File: config.mk
export PLATFORM = sky130hd
export DESIGN_NAME = hilo_divider
export DESIGN_NICKNAME = d
export VERILOG_FILES = /design/src/rtl/div_pkg.sv /design/src/rtl/div_special.sv /design/src/rtl/div_core.sv /design/src/rtl/div_fixup.sv /design/src/rtl/hilo_divider.sv
export SDC_FILE = /design/constraint.sdc
export NUM_CORES = 1
export LEC_CHECK = 0
export BUFFER_PORTS_ARGS = -buffer_cell sky130_fd_sc_hd__buf_2
export CAP_MARGIN = 40
export CELL_PAD_IN_SITES_DETAIL_PLACEMENT = 0
export CELL_PAD_IN_SITES_GLOBAL_PLACEMENT = 1
export CORE_UTILIZATION = 32
export CTS_BUF_LIST = sky130_fd_sc_hd__clkbuf_8
export DETAILED_ROUTE_END_ITERATION = 16
export MAX_ROUTING_LAYER = met4
export PLACE_DENSITY_LB_ADDON = 0.25
export SYNTH_ARGS = -nofsm -noshare
export SYNTH_HDL_FRONTEND = slang
export SYNTH_SLANG_ARGS = --single-unit
File: constraint.sdc
create_clock -name clk -period 4.4 [get_ports clk]
set_input_delay 1.32 -clock clk [delete_from_list [all_inputs] [get_ports clk]]
set_output_delay 1.32 -clock clk [all_outputs]
set_load 0.02 [all_outputs]
File: src/rtl/div_pkg.sv
package div_pkg;
  typedef enum logic [1:0] {
    ST_IDLE = 2'd0,
    ST_RUN  = 2'd1,
    ST_FIN  = 2'd2
  } div_state_e;
endpackage

File: src/rtl/div_special.sv
// Recognises operands whose result is fixed and supplies that result.
module div_special #(
  parameter int W = 32
) (
  input  logic         is_signed,
  input  logic [W-1:0] num,
  input  logic [W-1:0] den,
  output logic         hit,
  output logic [W-1:0] sp_hi,
  output logic [W-1:0] sp_lo
);
  localparam logic [W-1:0] MIN_NEG = {1'b1, {(W-1){1'b0}}};
  localparam logic [W-1:0] ALL_ONE = {W{1'b1}};
  localparam logic [W-1:0] ONE     = {{(W-1){1'b0}}, 1'b1};

  logic by_zero;
  logic edge_pair;

  always_comb begin
    by_zero   = (den == '0);
    edge_pair = (num == MIN_NEG) && (den == ALL_ONE);
    hit       = by_zero || edge_pair;
    sp_hi     = '0;
    sp_lo     = '0;
    if (by_zero) begin
      sp_hi = num;
      sp_lo = (is_signed && num[W-1]) ? ONE : ALL_ONE;
    end else if (edge_pair) begin
      sp_hi = is_signed ? '0 : MIN_NEG;
      sp_lo = is_signed ? MIN_NEG : '0;
    end
  end
endmodule

File: src/rtl/div_core.sv
// Restoring unsigned divider, one quotient bit per step.
module div_core #(
  parameter int W = 32
) (
  input  logic         clk,
  input  logic         rst,
  input  logic         load,
  input  logic         step,
  input  logic [W-1:0] num_mag,
  input  logic [W-1:0] den_mag,
  output logic [W-1:0] quo,
  output logic [W-1:0] rem,
  output logic         last
);
  localparam int CW = (W > 1) ? $clog2(W) : 1;
  localparam logic [CW-1:0] LAST_CNT = CW'(W - 1);

  logic [W-1:0]  den_q;
  logic [CW-1:0] cnt;
  logic [W:0]    part;
  logic [W:0]    diff;

  always_comb begin
    part = {rem, quo[W-1]};
    diff = part - {1'b0, den_q};
    last = step && (cnt == LAST_CNT);
  end

  always_ff @(posedge clk) begin
    if (rst) begin
      quo   <= '0;
      rem   <= '0;
      den_q <= '0;
      cnt   <= '0;
    end else if (load) begin
      quo   <= num_mag;
      rem   <= '0;
      den_q <= den_mag;
      cnt   <= '0;
    end else if (step) begin
      if (!diff[W]) begin
        rem <= diff[W-1:0];
        quo <= {quo[W-2:0], 1'b1};
      end else begin
        rem <= part[W-1:0];
        quo <= {quo[W-2:0], 1'b0};
      end
      cnt <= cnt + 1'b1;
    end
  end
endmodule

File: src/rtl/div_fixup.sv
// Applies sign correction to the magnitude results.
module div_fixup #(
  parameter int W = 32
) (
  input  logic [W-1:0] quo_mag,
  input  logic [W-1:0] rem_mag,
  input  logic         neg_quo,
  input  logic         neg_rem,
  output logic [W-1:0] quo_out,
  output logic [W-1:0] rem_out
);
  always_comb begin
    quo_out = neg_quo ? (~quo_mag + 1'b1) : quo_mag;
    rem_out = neg_rem ? (~rem_mag + 1'b1) : rem_mag;
  end
endmodule

File: src/rtl/hilo_divider.sv
module hilo_divider #(
  parameter int W = 32
) (
  input  logic         clk,
  input  logic         rst,
  input  logic         start,
  input  logic         is_signed,
  input  logic [W-1:0] dividend,
  input  logic [W-1:0] divisor,
  output logic [W-1:0] hi,
  output logic [W-1:0] lo,
  output logic         busy,
  output logic         done
);
  import div_pkg::*;

  div_state_e   state;
  logic         accept;
  logic         sp_hit;
  logic [W-1:0] sp_hi;
  logic [W-1:0] sp_lo;
  logic         num_neg;
  logic         den_neg;
  logic [W-1:0] num_mag;
  logic [W-1:0] den_mag;
  logic         neg_quo_q;
  logic         neg_rem_q;
  logic [W-1:0] core_quo;
  logic [W-1:0] core_rem;
  logic         core_last;
  logic [W-1:0] fix_quo;
  logic [W-1:0] fix_rem;

  always_comb begin
    accept  = start && (state == ST_IDLE);
    num_neg = is_signed && dividend[W-1];
    den_neg = is_signed && divisor[W-1];
    num_mag = num_neg ? (~dividend + 1'b1) : dividend;
    den_mag = den_neg ? (~divisor + 1'b1) : divisor;
  end

  div_special #(.W(W)) u_special (
    .is_signed (is_signed),
    .num       (dividend),
    .den       (divisor),
    .hit       (sp_hit),
    .sp_hi     (sp_hi),
    .sp_lo     (sp_lo)
  );

  div_core #(.W(W)) u_core (
    .clk     (clk),
    .rst     (rst),
    .load    (accept && !sp_hit),
    .step    (state == ST_RUN),
    .num_mag (num_mag),
    .den_mag (den_mag),
    .quo     (core_quo),
    .rem     (core_rem),
    .last    (core_last)
  );

  div_fixup #(.W(W)) u_fixup (
    .quo_mag (core_quo),
    .rem_mag (core_rem),
    .neg_quo (neg_quo_q),
    .neg_rem (neg_rem_q),
    .quo_out (fix_quo),
    .rem_out (fix_rem)
  );

  always_ff @(posedge clk) begin
    if (rst) begin
      state     <= ST_IDLE;
      hi        <= '0;
      lo        <= '0;
      busy      <= 1'b0;
      done      <= 1'b0;
      neg_quo_q <= 1'b0;
      neg_rem_q <= 1'b0;
    end else begin
      done <= 1'b0;
      unique case (state)
        ST_IDLE: begin
          if (accept) begin
            if (sp_hit) begin
              hi   <= sp_hi;
              lo   <= sp_lo;
              done <= 1'b1;
            end else begin
              neg_quo_q <= num_neg ^ den_neg;
              neg_rem_q <= num_neg;
              busy      <= 1'b1;
              state     <= ST_RUN;
            end
          end
        end
        ST_RUN: begin
          if (core_last) state <= ST_FIN;
        end
        ST_FIN: begin
          hi    <= fix_rem;
          lo    <= fix_quo;
          done  <= 1'b1;
          busy  <= 1'b0;
          state <= ST_IDLE;
        end
        default: state <= ST_IDLE;
      endcase
    end
  end
endmodule

# == Yosys cells after proc, flatten, opt, wreduce, memory -nomap -nowiden ==
# Index checks and enable logic that the tools add are counted.
# totals
in_bits,68
word_cells,80
reg_bits,171
# op_classes
n_bitwise,6
reduce_logical,17
mux,31
add_sub_neg,6
n_eq_ne,9
# ops
operator,count
32-bit two-way mux,18
"32-bit by 1-bit adder with 32-bit output, second input constant",4
32-bit inverter,4
32-bit case mux with 2 select lines,2
"32-bit == test, second input constant",2
33-bit by 32-bit subtractor with 33-bit output,1
32-bit zero test,1
3-bit AND reduction,4
"2-bit != test, second input constant",4
1-bit logical AND,6
2-bit two-way mux,3
"5-bit by 1-bit adder with 5-bit output, second input constant",1
"5-bit == test, second input constant",1
1-bit two-way mux,5
1-bit case mux with 2 select lines,2
2-bit case mux with 2 select lines,1
2-bit nonzero test,2
"2-bit by 1-bit == test with 1-bit output, second input constant",1
"2-bit == test, second input constant",1
2-bit zero test,1
2-bit OR reduction,1
1-bit zero test,1
1-bit logical OR,1
1-bit inverter,1
1-bit bitwise XOR,1

# == Depth between registers and ports, before layout ==
# Gate-level depths: netlist (run 1).
# depth
depth_word,7
depth_mapped,13

# == Hierarchy ==
# From an unflattened synthesis (run 1), not the netlist that was laid out.
# unflattened
hier_cells,1530
hier_area_um2,12629.6
# modules_own_cells
mod,instances,seq_area_each_um2,cells_per_inst,area_each_um2
div_core,1,2021.9,718,5914.4
hilo_divider,1,1401.3,520,4548.1
div_fixup,1,0.0,189,1452.6
div_special,1,0.0,103,714.4

# == Worst setup path after synthesis (run 1) ==
# No wires, ideal clock.
# synth_path
path_kind,input -> register
startpoint,in divisor[13]
endpoint,reg lo[22]
required_time_ns,4.268
path_stages,12
path_slack_ns,0.523
t_arrival_ns,3.745
setup_time_ns,0.132
cell_sequence,or4_1 -> nor4_1 -> nand4_1 -> or3_1 -> clkbuf_1 -> o21ai_1 -> a21oi_1 -> or2_1 -> clkbuf_1 -> clkbuf_1 -> a21oi_1 -> nor3_1
# synth_between
elab_chain_len,7
word_cells_on_any_way,11
classes_between,eq/ne: 2; mux: 5; reduce/logical: 4
# synth_lines
element,line,rtl
"start, declared",hilo_divider.sv:9,"input logic [W-1:0] divisor,"
32-bit == test,div_special.sv:21,edge_pair = (num == MIN_NEG) && (den == ALL_ONE);
1-bit logical AND,div_special.sv:21,
32-bit two-way mux,div_special.sv:28,end else if (edge_pair) begin
32-bit two-way mux,div_special.sv:25,if (by_zero) begin
32-bit two-way mux,hilo_divider.sv:86,if (sp_hit) begin
32-bit two-way mux,hilo_divider.sv:85,if (accept) begin
32-bit case mux with 2 select lines,hilo_divider.sv:83,unique case (state)
"end signal, assigned",hilo_divider.sv:88,lo <= sp_lo;
"end signal, assigned",hilo_divider.sv:103,lo <= fix_quo;
"end, declared",hilo_divider.sv:11,"output logic [W-1:0] lo,"
# Parallel ways exist; a longest one is shown, timed or not. The select of a mux whose other input is x is not followed.
# A chain may end at the register's enable or synchronous reset.

# == Worst setup path in the final report (run 1) ==
# layout_path
startpoint,in divisor[7]
endpoint,reg hi[10]
# layout_between
elab_chain_len,7
word_cells_on_any_way,11
classes_between,eq/ne: 2; mux: 5; reduce/logical: 4
# layout_lines
element,line,rtl
32-bit == test,div_special.sv:21,
1-bit logical AND,div_special.sv:21,
32-bit two-way mux,div_special.sv:28,
32-bit two-way mux,div_special.sv:25,
32-bit two-way mux,hilo_divider.sv:86,
32-bit two-way mux,hilo_divider.sv:85,
32-bit case mux with 2 select lines,hilo_divider.sv:83,
"end signal, assigned",hilo_divider.sv:87,hi <= sp_hi;
"end signal, assigned",hilo_divider.sv:102,hi <= fix_rem;
"end, declared",hilo_divider.sv:10,"output logic [W-1:0] hi,"
# Parallel ways exist; a longest one is shown, timed or not. The select of a mux whose other input is x is not followed.

==> results of run 1 <==
cell usage after synthesis (10+ instances only):
cell type / instances / area, um^2
sky130_fd_sc_hd__a211oi_1: 41 / 308
sky130_fd_sc_hd__o31ai_1: 22 / 165
sky130_fd_sc_hd__nand2b_1: 12 / 75.1
sky130_fd_sc_hd__dfxtp_1: 171 / 3420
sky130_fd_sc_hd__nor3_1: 84 / 420
sky130_fd_sc_hd__ha_1: 39 / 488
sky130_fd_sc_hd__a21o_1: 14 / 105
sky130_fd_sc_hd__nor2_1: 213 / 800
sky130_fd_sc_hd__a31oi_1: 12 / 75.1
sky130_fd_sc_hd__mux2i_1: 10 / 100
sky130_fd_sc_hd__nand3_1: 20 / 100
sky130_fd_sc_hd__a21oi_1: 138 / 691
sky130_fd_sc_hd__nand2_1: 150 / 563
sky130_fd_sc_hd__o41ai_1: 11 / 96.3
sky130_fd_sc_hd__or3_1: 15 / 93.8
sky130_fd_sc_hd__xnor2_1: 85 / 744
sky130_fd_sc_hd__clkbuf_1: 93 / 349
sky130_fd_sc_hd__a311oi_1: 39 / 342
sky130_fd_sc_hd__a221oi_1: 16 / 140
sky130_fd_sc_hd__o21ai_0: 70 / 350
sky130_fd_sc_hd__nor4_1: 16 / 100
sky130_fd_sc_hd__xor2_1: 61 / 534
sky130_fd_sc_hd__and3_1: 13 / 81.3
sky130_fd_sc_hd__inv_1: 61 / 229
sky130_fd_sc_hd__nand4_1: 16 / 100
layout make-up:
| type | count | area (um^2) | share of cell area |
|---|---|---|---|
| Clock buffer | 18 | 248 | 0.0191 |
| Multi-Input combinational cell | 1207 | 7390 | 0.569 |
| Tap cell | 455 | 569 | 0.0439 |
| Timing Repair Buffer | 166 | 1000 | 0.0771 |
| Inverter | 61 | 229 | 0.0176 |
| Clock inverter | 13 | 119 | 0.00916 |
| Sequential cell | 171 | 3420 | 0.264 |
logic make-up (layout without fill, tap and decap cells):
family	Yosys count	count (layout)	share of synthesized area
flip-flops	171	171	0.300
XOR/XNOR	146	146	0.112
AO/OA/AOI/OAI	423	423	0.243
AND/OR/NAND/NOR	588	588	0.236
adder cells (fa/ha/maj)	40	40	0.0446
buffers and inverters	165	258	0.0551
multiplexers	10	10	0.00878
where the power goes:
part | leakage, nW | total, mW | switching [mW] | internal [mW]
Sequential | 1.40 | 1.72 | 0.100 | 1.62
Clock | 0.171 | 1.11 | 0.650 | 0.461
Combinational | 3.68 | 1.32 | 0.810 | 0.515
Total | 5.25 | 4.16 | 1.56 | 2.60
worst max-delay path, cell delays in order:
cell and delay (ns):
sky130_fd_sc_hd__buf_2 0.13, sky130_fd_sc_hd__or4_1 0.54, sky130_fd_sc_hd__nor3_1 0.34, sky130_fd_sc_hd__nand4_1 0.31, sky130_fd_sc_hd__o32ai_1 0.35, sky130_fd_sc_hd__a21oi_1 0.17
sky130_fd_sc_hd__or2_2 0.57, sky130_fd_sc_hd__a221oi_1 0.35, sky130_fd_sc_hd__nor3_1 0.08
flip-flops by register name, summed over array words and instances (netlist names):
signal	count
state	2
neg_quo_q	1
hi	32
u_core.cnt	5
u_core.rem	32
lo	32
u_core.quo	32
done	1
u_core.den_q	32
neg_rem_q	1
busy	1
layer usage:
layer	wire length [um]	global-route usage
met1	18800	0.295
met2	18200	0.358
met3	1910	0.0386
met4	544	0.0480
met5	0	-
how the worst min path moves through the flow:
stage / start / to / cells past startpoint
6_report: u_core.den_q[25] / u_core.den_q[25] / 2
5_1_grt: u_core.den_q[25] / u_core.den_q[25] / 2
4_1_cts: u_core.den_q[25] / u_core.den_q[25] / 2
3_5_place_dp: u_core.den_q[25] / u_core.den_q[25] / 2
3_3_place_gp: u_core.den_q[31] / u_core.den_q[31] / 2
2_1_floorplan: u_core.den_q[23] / u_core.den_q[23] / 2
metrics by stage:
stage | hold slack (ns) | cells | total power [mW] | setup WS, ns
after floorplan | 0.432 | 1543 | 2.69 | 0.523
after global placement | 0.445 | 2057 | 3.07 | 0.0885
after detailed placement | 0.449 | 2060 | 3.08 | 0.0943
after CTS | 0.462 | 2091 | 4.19 | 0.629
after global routing | 0.478 | 2091 | 4.42 | 0.331
final | 0.466 | 2091 | 4.16 | 0.585
==> impl_results.rst, run 1 <==
.. list-table::
   :header-rows: 1

   * - Metric
     - Value
   * - Run status
     - finished clean
   * - Cts hold-fix bufs
     - 0
   * - Clock Tree Buf Depth
     - 2
   * - Sinks on the clock net
     - 171
   * - Worst reg-to-reg path cell count
     - 12
   * - Worst reg2reg path endpoint
     - u_core.rem[30]
   * - DR vias
     - 11300
   * - Tmin final
     - 3.81 ns
   * - Number of antenna violations at the first check in global routing
     - 0
   * - Die W
     - 191 um
   * - Maximum number of pins on one net before global-route repair
     - 122
   * - Tcrit/Tclk final
     - 0.867
   * - Worst reg2reg startpoint
     - u_core.quo[31]
   * - Share of final-layout standard cells stronger than drive strength 1
     - 0.133
   * - Average detailed-routed wire length per instance
     - 18.9 um
   * - Type of the most critical hold path
     - flip-flop to flip-flop
   * - Maximum achievable frequency
     - 262 MHz
   * - Setup Total Neg Slack
     - 0 ns
   * - TritonCTS clock tree
     - yes
   * - Data required time at the worst endpoint
     - 4.76 ns
   * - Post-synthesis register bit count
     - 171
   * - Hold Fails Final Rpt
     - 0
   * - Area inside the core boundary
     - 34800 um^2
   * - Capture point of the worst path
     - hi[10]
   * - # nets final
     - 1732
   * - Post-cts repair resize count
     - 0
   * - Setup repair after global routing missed its margin
     - false
   * - Nets in the synthesized netlist
     - 1651
   * - Leakage power of the design
     - 5.25 nW
   * - Number of inserted diodes
     - 0
   * - Routability-driven placement congestion ratio
     - 0.889
   * - Post-synthesis cell area
     - 11400 um^2
   * - Signed area change from the synthesized netlist to the final layout
     - 13.8%
   * - Number of buffers inserted during clock tree synthesis
     - 17
   * - Detailed-routing iteration count for the pre-antenna-repair pass
     - 5
   * - Number of vias per cell
     - 5.41
   * - Transition time at the pin with the least slew margin
     - 0.757 ns
   * - Initial Utilization
     - 0.328
   * - Post-synthesis sequential area ratio
     - 0.300
   * - Syn. warnings
     - 0
   * - Total of fill cells in the finished design
     - 3757
   * - Die Footprint
     - 36400 um^2
   * - Row count
     - 68
   * - Tightest slew margin relative to the limit
     - 0.494
   * - Peak ir drop on the vdd network
     - 0.184 mV
   * - Most common cell after layout, fill and taps aside
     - sky130_fd_sc_hd__nor2_1
   * - Number of H-tree levels
     - 4
   * - Share of flip-flops with an asynchronous set or reset after synthesis
     - 0
   * - Clock input transition at the sequential cells of the worst setup and hold paths
     - 0.09 ns
   * - DR DRC count
     - 0
   * - Total overflow reported by the global router
     - 0
   * - Number of global-route vias before repair
     - 10600
   * - Count of boundary I/O pins
     - 134
   * - Final setup fails
     - 0
   * - Total routing usage reported by global routing
     - 0.224
   * - Yosys cell types
     - 66
   * - Vertical die dimension
     - 191 um
   * - Number of maximum-capacitance violations
     - 0
   * - Number of buffers inserted by post-CTS setup repair
     - 0
   * - Capturing element type of the critical path
     - flip-flop
   * - Predominant post-synthesis flop cell
     - sky130_fd_sc_hd__dfxtp_1
   * - Arrival time at the worst endpoint
     - 4.18 ns
   * - Most used cells in the layout excluding fill and tap cells
     - sky130_fd_sc_hd__nor2_1 (211), sky130_fd_sc_hd__dfxtp_1 (171), sky130_fd_sc_hd__nand2_1 (150)
   * - Port Buffers
     - 133
   * - First-pass GRT wire length
     - 61100 um
   * - Later-pin clock latency in the skew report
     - 0.51 ns
   * - Design Area, Final
     - 13000 um^2
   * - Placed cell area
     - 12600 um^2
   * - Reg-to-reg slack, setup
     - 0.97 ns
   * - Source of the critical timing path
     - divisor[7]
   * - Top fanout value on the critical path
     - 32
   * - Routed wire length
     - 39500 um
   * - Maximum clock skew at final layout
     - 0.0301 ns
   * - Critical path launch point type
     - input port
   * - Instance count of the mapped netlist
     - 1543
   * - Post-DRT Antenna Nets
     - 0
   * - Initial detailed-routing violation count
     - 751
   * - Clock tree root buffer cell
     - sky130_fd_sc_hd__clkbuf_8
   * - Post-synth EDFFs
     - 0
   * - PD cells
     - 320 nW/um^2
   * - Core occupancy in the finished layout
     - 0.373
   * - Count of final max-slew check failures
     - 0
   * - Category of the most critical setup path
     - input port to flip-flop
   * - Syn_area_per_cell
     - 7.39 um^2
   * - Placed wire-length estimate
     - 30200 um
Note: power is estimated with default switching activity, not from simulation.
==> run 2, diff against run 1 <==
--- a/config.mk
+++ b/config.mk
@@ -9,7 +9,7 @@
 export CAP_MARGIN = 40
 export CELL_PAD_IN_SITES_DETAIL_PLACEMENT = 0
 export CELL_PAD_IN_SITES_GLOBAL_PLACEMENT = 1
-export CORE_UTILIZATION = 32
+export CORE_UTILIZATION = 30
 export CTS_BUF_LIST = sky130_fd_sc_hd__clkbuf_8
 export DETAILED_ROUTE_END_ITERATION = 16
 export MAX_ROUTING_LAYER = met4
==> run 2 against run 1 <==
Effect of this change: utilization down 2.4 points; worst hold slack lost 0.0070 ns; combinational power is essentially flat; sequential power about the same; power grew 2.1%; critical path type unchanged.
==> impl_results.rst, run 2 (synthesis gave the netlist of run 1 again) <==
.. list-table::
   :header-rows: 1

   * - Metric
     - Value
   * - Most used cells in the layout excluding fill and tap cells
     - sky130_fd_sc_hd__nor2_1 (211), sky130_fd_sc_hd__dfxtp_1 (171), sky130_fd_sc_hd__nand2_1 (150)
   * - Run status
     - finished clean
   * - Critical path launch point type
     - input port
   * - Capturing element type of the critical path
     - flip-flop
   * - Die Footprint
     - 38800 um^2
   * - Tightest slew margin relative to the limit
     - 0.428
   * - Clock input transition at the sequential cells of the worst setup and hold paths
     - 0.10 ns
   * - Number of maximum-capacitance violations
     - 0
   * - PD cells
     - 325 nW/um^2
   * - Transition time at the pin with the least slew margin
     - 0.857 ns
   * - Data required time at the worst endpoint
     - 4.78 ns
   * - Number of antenna violations at the first check in global routing
     - 1
   * - Count of boundary I/O pins
     - 134
   * - Sinks on the clock net
     - 171
   * - First-pass GRT wire length
     - 61000 um
   * - Setup repair after global routing missed its margin
     - false
   * - Total power of the final layout
     - 4.25 mW
   * - Area inside the core boundary
     - 37500 um^2
   * - Clock Tree Buf Depth
     - 2
   * - Maximum achievable frequency
     - 255 MHz
   * - Cts hold-fix bufs
     - 0
   * - Average detailed-routed wire length per instance
     - 18.4 um
   * - Total of fill cells in the finished design
     - 4128
   * - Category of the most critical setup path
     - input port to flip-flop
   * - Leakage power of the design
     - 5.27 nW
   * - Initial Utilization
     - 0.304
   * - DR vias
     - 11300
   * - Type of the most critical hold path
     - flip-flop to flip-flop
   * - Routability-driven placement congestion ratio
     - 0.873
   * - Signed area change from the synthesized netlist to the final layout
     - 14.7%
   * - Number of cells in the design after placement
     - 2115
   * - Pre-CTS setup slack
     - 0.0170 ns
   * - Clock tree root buffer cell
     - sky130_fd_sc_hd__clkbuf_8
   * - Routed wire length
     - 39600 um
   * - Total routing usage reported by global routing
     - 0.210
   * - Post-DRT Antenna Nets
     - 0
   * - Count of final max-slew check failures
     - 0
   * - Arrival time at the worst endpoint
     - 4.30 ns
   * - Number of buffers inserted by post-CTS setup repair
     - 0
   * - Setup Total Neg Slack
     - 0 ns
   * - Row count
     - 71
   * - Number of H-tree levels
     - 4
   * - Hold Fails Final Rpt
     - 0
   * - DR DRC count
     - 0
   * - Most common cell after layout, fill and taps aside
     - sky130_fd_sc_hd__nor2_1
   * - Later-pin clock latency in the skew report
     - 0.51 ns
   * - Number of standard cells in the layout, taps in and fillers out
     - 2148
   * - Tcrit/Tclk final
     - 0.891
   * - Number of global-route vias before repair
     - 10400
   * - Initial detailed-routing violation count
     - 859
   * - Number of vias per cell
     - 5.25
   * - Share of final-layout standard cells stronger than drive strength 1
     - 0.133
   * - Post-route setup slack
     - 0.481 ns
   * - Top fanout value on the critical path
     - 32
   * - Die W
     - 197 um
   * - Detailed-routing iteration count for the pre-antenna-repair pass
     - 7
   * - Final hold slack
     - 0.459 ns
   * - TritonCTS clock tree
     - yes
   * - Post-cts repair resize count
     - 0
   * - Final setup fails
     - 0
   * - Vertical die dimension
     - 197 um
   * - Placed wire-length estimate
     - 30300 um
   * - Number of buffers inserted during clock tree synthesis
     - 17
   * - Total overflow reported by the global router
     - 0
   * - Tmin final
     - 3.92 ns
   * - Port Buffers
     - 133
   * - Maximum clock skew at final layout
     - 0.0249 ns
   * - Peak ir drop on the vdd network
     - 0.202 mV
   * - # nets final
     - 1731
   * - Maximum number of pins on one net before global-route repair
     - 58
==> run 2: worst paths after layout <==
check / startpoint / to / slack (ns) / depth (start not counted)
setup / recovery: divisor[13] / hi[27] / 0.48 / 9
hold / removal: u_core.den_q[31] / u_core.den_q[31] / 0.46 / 2
setup reg to reg: u_core.rem[0] / u_core.rem[31] / 1.02 / 10
hold reg to reg: u_core.den_q[31] / u_core.den_q[31] / 0.46 / 2
==> run 2: layout make-up <==
class                      count  area (um^2)  area share
sequential                   171         3420       0.262
multi-input combinational   1207         7390       0.565
antenna                        1         2.50    0.000191
clock inverter                13          141      0.0108
tap                          511          639      0.0489
timing repair buffer         165          986      0.0754
inverter                      61          229      0.0175
clock buffer                  19          262      0.0200
==> run 2: power by group <==
| part | switching [mW] | internal [mW] | total [mW] |
|---|---|---|---|
| clock | 0.655 | 0.538 | 1.19 |
| combinational | 0.812 | 0.519 | 1.33 |
| sequential | 0.0988 | 1.62 | 1.72 |
| total | 1.57 | 2.68 | 4.25 |
==> run 2: per-layer routing <==
metal | up-vias | global-route usage | share of wire
met4 | 0 | 0.0637 | 0.022
met2 | 250 | 0.329 | 0.45
met3 | 42 | 0.0298 | 0.039
met5 | - | - | 0
li1 | 5681 | - | -
met1 | 5314 | 0.278 | 0.48
==> run 2: per-stage QoR <==
stage,util,cell area (um^2)
2_1_floorplan,-,11400
3_3_place_gp,0.337,12600
3_5_place_dp,0.338,12700
4_1_cts,0.349,13100
5_1_grt,0.349,13100
6_report,0.349,13100
==> run 2: worst max-delay path: stages <==
cell and delay, ns:
sky130_fd_sc_hd__buf_2 0.13, sky130_fd_sc_hd__or4_1 0.57, sky130_fd_sc_hd__nor4_1 0.27, sky130_fd_sc_hd__nand4_1 0.39, sky130_fd_sc_hd__o32ai_1 0.38, sky130_fd_sc_hd__a21oi_1 0.17, sky130_fd_sc_hd__or2_2 0.55, sky130_fd_sc_hd__a311oi_1 0.44
sky130_fd_sc_hd__nor3_1 0.07
